--- config.mk ---
export PLATFORM = sky130hd
export DESIGN_NAME = pci_irq_router
export DESIGN_NICKNAME = d
export VERILOG_FILES = /design/src/rtl/pci_irq_router.sv
export SDC_FILE = /design/constraint.sdc
export NUM_CORES = 1
export LEC_CHECK = 0
export ABC_AREA = 1
export CORE_ASPECT_RATIO = 0.6
export CORE_MARGIN = 4
export CORE_UTILIZATION = 55
export CTS_CLUSTER_SIZE = 24
export DETAILED_ROUTE_END_ITERATION = 7
export DONT_BUFFER_PORTS = 1
export PLACE_DENSITY = 0.79
export SYNTH_ARGS = -nofsm -noshare
export SYNTH_HDL_FRONTEND = slang
export SYNTH_SLANG_ARGS = --single-unit
export TNS_END_PERCENT = 1
--- constraint.sdc ---
create_clock -name clk -period 1.16 [get_ports clk]
set_input_delay 0.116 -clock clk [delete_from_list [all_inputs] [get_ports clk]]
set_output_delay 0.116 -clock clk [all_outputs]
set_load 0.005 [all_outputs]
--- src/rtl/pci_irq_router.sv ---
`timescale 1ns/1ps
module pci_irq_router #(
  parameter int SLOTS   = 8,
  parameter int IRQS    = 16,
  parameter int PROFILE = 0
) (
  input  logic                 clk,
  input  logic                 rst_n,
  input  logic [SLOTS*4-1:0]   dev_req,
  input  logic                 cfg_we,
  input  logic [1:0]           cfg_addr,
  input  logic [7:0]           cfg_wdata,
  output logic [7:0]           cfg_rdata,
  output logic [IRQS-1:0]      irq_out
);

  localparam logic [3:0][7:0] ROUTE_RST = (PROFILE == 1) ?
    {8'h0b, 8'h0b, 8'h0a, 8'h0a} : {8'h00, 8'h00, 8'h00, 8'h80};

  logic [3:0][7:0]   route_q;
  logic [3:0]        shared;
  logic [IRQS-1:0]   irq_next;

  always_ff @(posedge clk) begin
    if (!rst_n)      route_q <= ROUTE_RST;
    else if (cfg_we) route_q[cfg_addr] <= cfg_wdata;
  end

  assign cfg_rdata = route_q[cfg_addr];

  always_comb begin
    shared = '0;
    for (int s = 0; s < SLOTS; s++)
      for (int p = 0; p < 4; p++)
        shared[(p + s + 3) % 4] = shared[(p + s + 3) % 4] | dev_req[s*4 + p];
  end

  always_comb begin
    irq_next = '0;
    for (int k = 0; k < IRQS; k++)
      for (int l = 0; l < 4; l++)
        if (32'(route_q[l]) == k) irq_next[k] = irq_next[k] | shared[l];
  end

  always_ff @(posedge clk) begin
    if (!rst_n) irq_out <= '0;
    else        irq_out <= irq_next;
  end


  out_clear_after_reset_chk: assert property (@(posedge clk) disable iff (!rst_n)
    !$past(rst_n) |-> irq_out == '0);


  write_lands_chk: assert property (@(posedge clk) disable iff (!rst_n)
    cfg_we |=> route_q[$past(cfg_addr)] == $past(cfg_wdata));


  no_write_stable_chk: assert property (@(posedge clk) disable iff (!rst_n)
    !cfg_we |=> $stable(route_q));


  all_disabled_quiet_chk: assert property (@(posedge clk) disable iff (!rst_n)
    (route_q[0][7:4] != 0 && route_q[1][7:4] != 0 &&
     route_q[2][7:4] != 0 && route_q[3][7:4] != 0 && !cfg_we) |=> irq_out == '0);


  idle_quiet_chk: assert property (@(posedge clk) disable iff (!rst_n)
    dev_req == '0 |=> irq_out == '0);

endmodule

# Word-level counts from Yosys, hierarchy flattened
# Index checks and enable logic that the tools add are counted.
dict set report totals {
  ff_bits 48
  out_inout_bits 24
  in_bits 45
  elab_cells 217
}
dict set report classes {
  bitwise 76
  n_mux 69
  n_eq_ne 60
  magnitude_cmp 2
  reduce_logical 5
}
# operator count
set op_table {}
lappend op_table {{$eq 8x4->1 const B} 32}
lappend op_table {{$eq 8x3->1 const B} 16}
lappend op_table {{$or 1x1->1} 76}
lappend op_table {{$eq 8x2->1 const B} 8}
lappend op_table {{$mux 1} 64}
lappend op_table {{$bwmux 32} 1}
lappend op_table {{$eq 8x1->1 const B} 4}
lappend op_table {{$logic_not 8->1} 4}
lappend op_table {{$bmux 8 s2} 1}
lappend op_table {{$demux 8 s2} 1}
lappend op_table {{$mux 8} 2}
lappend op_table {{$lt 2x3->1 const B} 1}
lappend op_table {{$ge 2x1->1 const B} 1}
lappend op_table {{$logic_and 1x1->1} 1}

# Depth between registers and ports, before layout
dict set report depth {
  word_depth 14
  mapped_depth 9
}

# Worst setup path before layout
# No wires, ideal clock.
dict set report synth_timing {
  kind {register to register}
  from {register route_q[13] (netlist bit)}
  to {register irq_out[0]}
  setup_ns 0.128
  period_less_slack_ns 1.119
  slack_ns 0.041
  path_stages_with_launch 9
  path_buffers 1
  t_arrival_ns 0.992
  cell_sequence {dfxtp_1 > nor2_1 > nand2_1 > buf_2 > nor2_1 > nand2_1 > nand2_1 > nor2_1 > nor2_1}
}
dict set report synth_via {
  elab_chain_cells 6
}
# item line
set synth_lines {}
lappend synth_lines {{from (decl)} 20} ;# logic [3:0][7:0] route_q;
lappend synth_lines {{from (signal, indexed assignment)} 26} ;# else if (cfg_we) route_q[cfg_addr] <= cfg_wdata;
lappend synth_lines {{$logic_not 8->1 (*)} 42} ;# if (32'(route_q[l]) == k) irq_next[k] = irq_next[k] | shared[l];
lappend synth_lines {{$mux 1 (*)} 42}
lappend synth_lines {{$or 1x1->1} 42}
lappend synth_lines {{$mux 1 (*)} 42}
lappend synth_lines {{$or 1x1->1} 42}
lappend synth_lines {{$mux 1 (*)} 42}
lappend synth_lines {{to (signal assigned)} 47} ;# else irq_out <= irq_next;
lappend synth_lines {{to (decl)} 14} ;# output logic [IRQS-1:0] irq_out
# Every way passes the cells marked *; elsewhere a longest branch is shown, timed or not.
# A chain may end at the register's enable or synchronous reset.

# Worst setup path after layout
dict set report layout_timing {
  from {register route_q[3] (netlist bit)}
  to {output cfg_rdata[3]}
}
dict set report layout_via {
  elab_chain_cells 2
}
# item line
set layout_lines {}
lappend layout_lines {{$bmux 8 s2} 29} ;# assign cfg_rdata = route_q[cfg_addr];
lappend layout_lines {{$mux 8 (implied by the code)} 29}
lappend layout_lines {{to (decl)} 13} ;# output logic [7:0] cfg_rdata,
# No other way between the ends. The select of a mux whose other input is x is not followed.

==> results.ini <==
[grt]
antenna_found_initial = 0
grt_use_total_pct = 32.4
grt-ovfl-total = 0
grt_pass1_vias = 3308
grt_max_degree = 19
grt_pass1_wl_um = 16700

[floorplan]
ios = 69
start_util_pct = 58.2
core_area_sq_um = 5150
die-area_sq_um = 6740
num_rows = 20
fp.dieW_um = 103
die_y_um = 65.2

[critical_path]
end_kind = output port
critPathRequiredTime_ps = 1040
crit_slowest_cell = dfxtp_4
worst-path-buf-inv = 1
r2r_cells = 7
worst_ep_arrival_time_ps = 1160
crit_family = compound AO/OA/AOI/OAI gates
cp.depth = 3
path_cells = buf_4 > a22oi_2 > o221ai_2
cp_max_fo = 3
crit_type = register to output port
cp-start-kind = register
cpPeakStageDelay_ps = 360

[route]
firstDrtPassIters = 6
vias = 3668
wl_per_cell_um = 16.5
post_drt_via_cell_ratio = 5.71
drtIter0Drc = 423
drcViolationCount = 0
wl_um = 10600
ant_nets = 0

[placed_design]
io_buffers = 0
pre_cts_slack_ps = -73.9
hpwl_um = 6820
globalplace.congestion = 0.970

[outcome]
failed_checks = setup timing
status = finished with violations

[synthesis]
async_flop_share_pct = 0
synth_area_leaders = dfxtp_1, nand2_1, nor2_1
syn_inst = 536
syn_avg_cell_area_sq_um = 5.60
ys_ff_latch = 48
synthTopCellsByCount = nand2_1, nor2_1, dfxtp_1
ys.flop_type = dfxtp_1
synth-edff-count = 0
yosysUniqueCellTypes = 21
synth.most_common_cell = nand2_1
synth_fp_nets = 581
synth_top_area_share_pct = 32.0
ys_seq_area_share_pct = 32.0
yosysWarnings = 0
synth_area_sq_um = 3000
synth_largest_area_cell = dfxtp_1

[sta]
timing.fmax_ghz = 0.781
period_share_pct = 110
rsz0062_at_grt = true
fin_ws_ps = -120
maxSlewHeadroom_pct = 67.0
maxSlewViolCount = 0
worstMarginPinSlew_ps = 495
setup_viol_count_final = 21
period_needed_ps = 1280
hold_viol_final = 0
fin_skew_ps = 9.04

[cts]
clock_path_buffers = 2
path_clk_slew_ps = 100
cts_buffers = 5
cts_sinks = 48
clock_tree.root_cell = clkbuf_8
cts_tree = yes
insertion_delay_ps = 310
htreeDepth = 2

[worst_hold_path]
hold_class = primary input to register
whs_path_depth = 2

[layout]
area_growth_pct = 25.3
post-route-util_pct = 72.9
nNetsFinal = 620
drive_above_1_share_pct = 17.7
n_antenna_cell = 0
n_fill_cell = 398

[power]
cellLeakagePower_uw = 0.00167
vdd_drop_max_v = 0.000792
powerDensity_nw_per_um2 = 962

[job]
maxCapViolCount = 0

-- flip-flops by register name, indices dropped and copies added, names as in the netlist --
| register | flops |
|---|---|
| route_q | 32 |
| irq_out | 16 |
-- cells by family after synthesis --
| group | Yosys count | synth area share, % |
|---|---|---|
| flops | 48 | 32.0 |
| buf+inv | 66 | 9.26 |
| compound gates | 72 | 13.5 |
| simple gates | 350 | 45.2 |
-- metrics by stage --
| step | setup TNS (ps) | hold WS, ps | instance area (sq um) | std cells | power, uW |
|---|---|---|---|---|---|
| final | -1060 | 2.63 | 3760 | 642 | 3620 |
| after global routing | -2810 | 26.3 | 3760 | 642 | 3760 |
| after CTS | -341 | 9.50 | 3700 | 642 | 3530 |
| after detailed placement | -422 | 209 | 3230 | 610 | 2410 |
| after global placement | -47.6 | 207 | 3230 | 610 | 2400 |
| after floorplan | 0 | 229 | 3000 | 536 | 2210 |
-- where the power goes --
part / leakage [uW] / switching (uW) / internal, uW
Sequential: 0.000402 / 72.0 / 1720
Combinational: 0.00123 / 452 / 318
Clock: 0.0000404 / 625 / 428
-- area by class of cell --
cell class,instances,area [sq um],area share [%]
multi-input cells,422,1910,50.7
clock inverters,3,23.8,0.632
inverters,47,176,4.69
clock buffers,5,68.8,1.83
well taps,66,82.6,2.20
flip-flops and latches,48,1000,26.7
repair buffers,51,498,13.2
-- path summary, 6_finish.rpt --
kind | endpoint | start | slack (ps)
setup / recovery | cfg_rdata[3] | route_q[3] | -120
hold / removal | route_q[6] | cfg_wdata[6] | 3
setup reg to reg | irq_out[8] | route_q[0] | -100
hold reg to reg | route_q[29] | route_q[29] | 500
-- layer usage --
| layer | up-vias | wire length, um | GRT usage (%) |
|---|---|---|---|
| met5 | - | 0 | 0 |
| met4 | 0 | 432 | 10.5 |
| met3 | 42 | 1470 | 7.42 |
| li1 | 1730 | - | - |
| met2 | 258 | 4450 | 50.3 |
| met1 | 1638 | 4210 | 44.4 |
-- placed cells by master (no fill, tap or decap) --
cell type and instances:
and2_1 1, dfxtp_2 18, dfxtp_4 5, nand3_4 1, buf_12 4, nand2_2 6, nor2_2 13, a21oi_1 29
buf_6 2, dfxtp_1 25, o21ai_1 8, dlymetal6s4s_1 1, inv_1 44, nor2_1 132, nand3_1 5, a22oi_2 7
inv_2 3, buf_4 23, nor2_4 4, o21ai_0 21, nand4_1 2, nand2_1 185, clkinvlp_4 2, o221ai_2 7
clkbuf_8 5, clkinv_4 1, dlygate4sd3_1 21, nand3_2 1
-- timing repair --
item / 4_1_cts / 5_1_grt
gates resized for setup: 47 / 28
pin swaps: 5 / 4
endpoints found under the setup margin: 20 / 35
hold buffers: 22 / 0
cloned: 0 / 0
endpoints found under the hold margin: 32 / 0
buffers inserted: 2 / 0
Note: power is estimated with default switching activity, not from simulation.
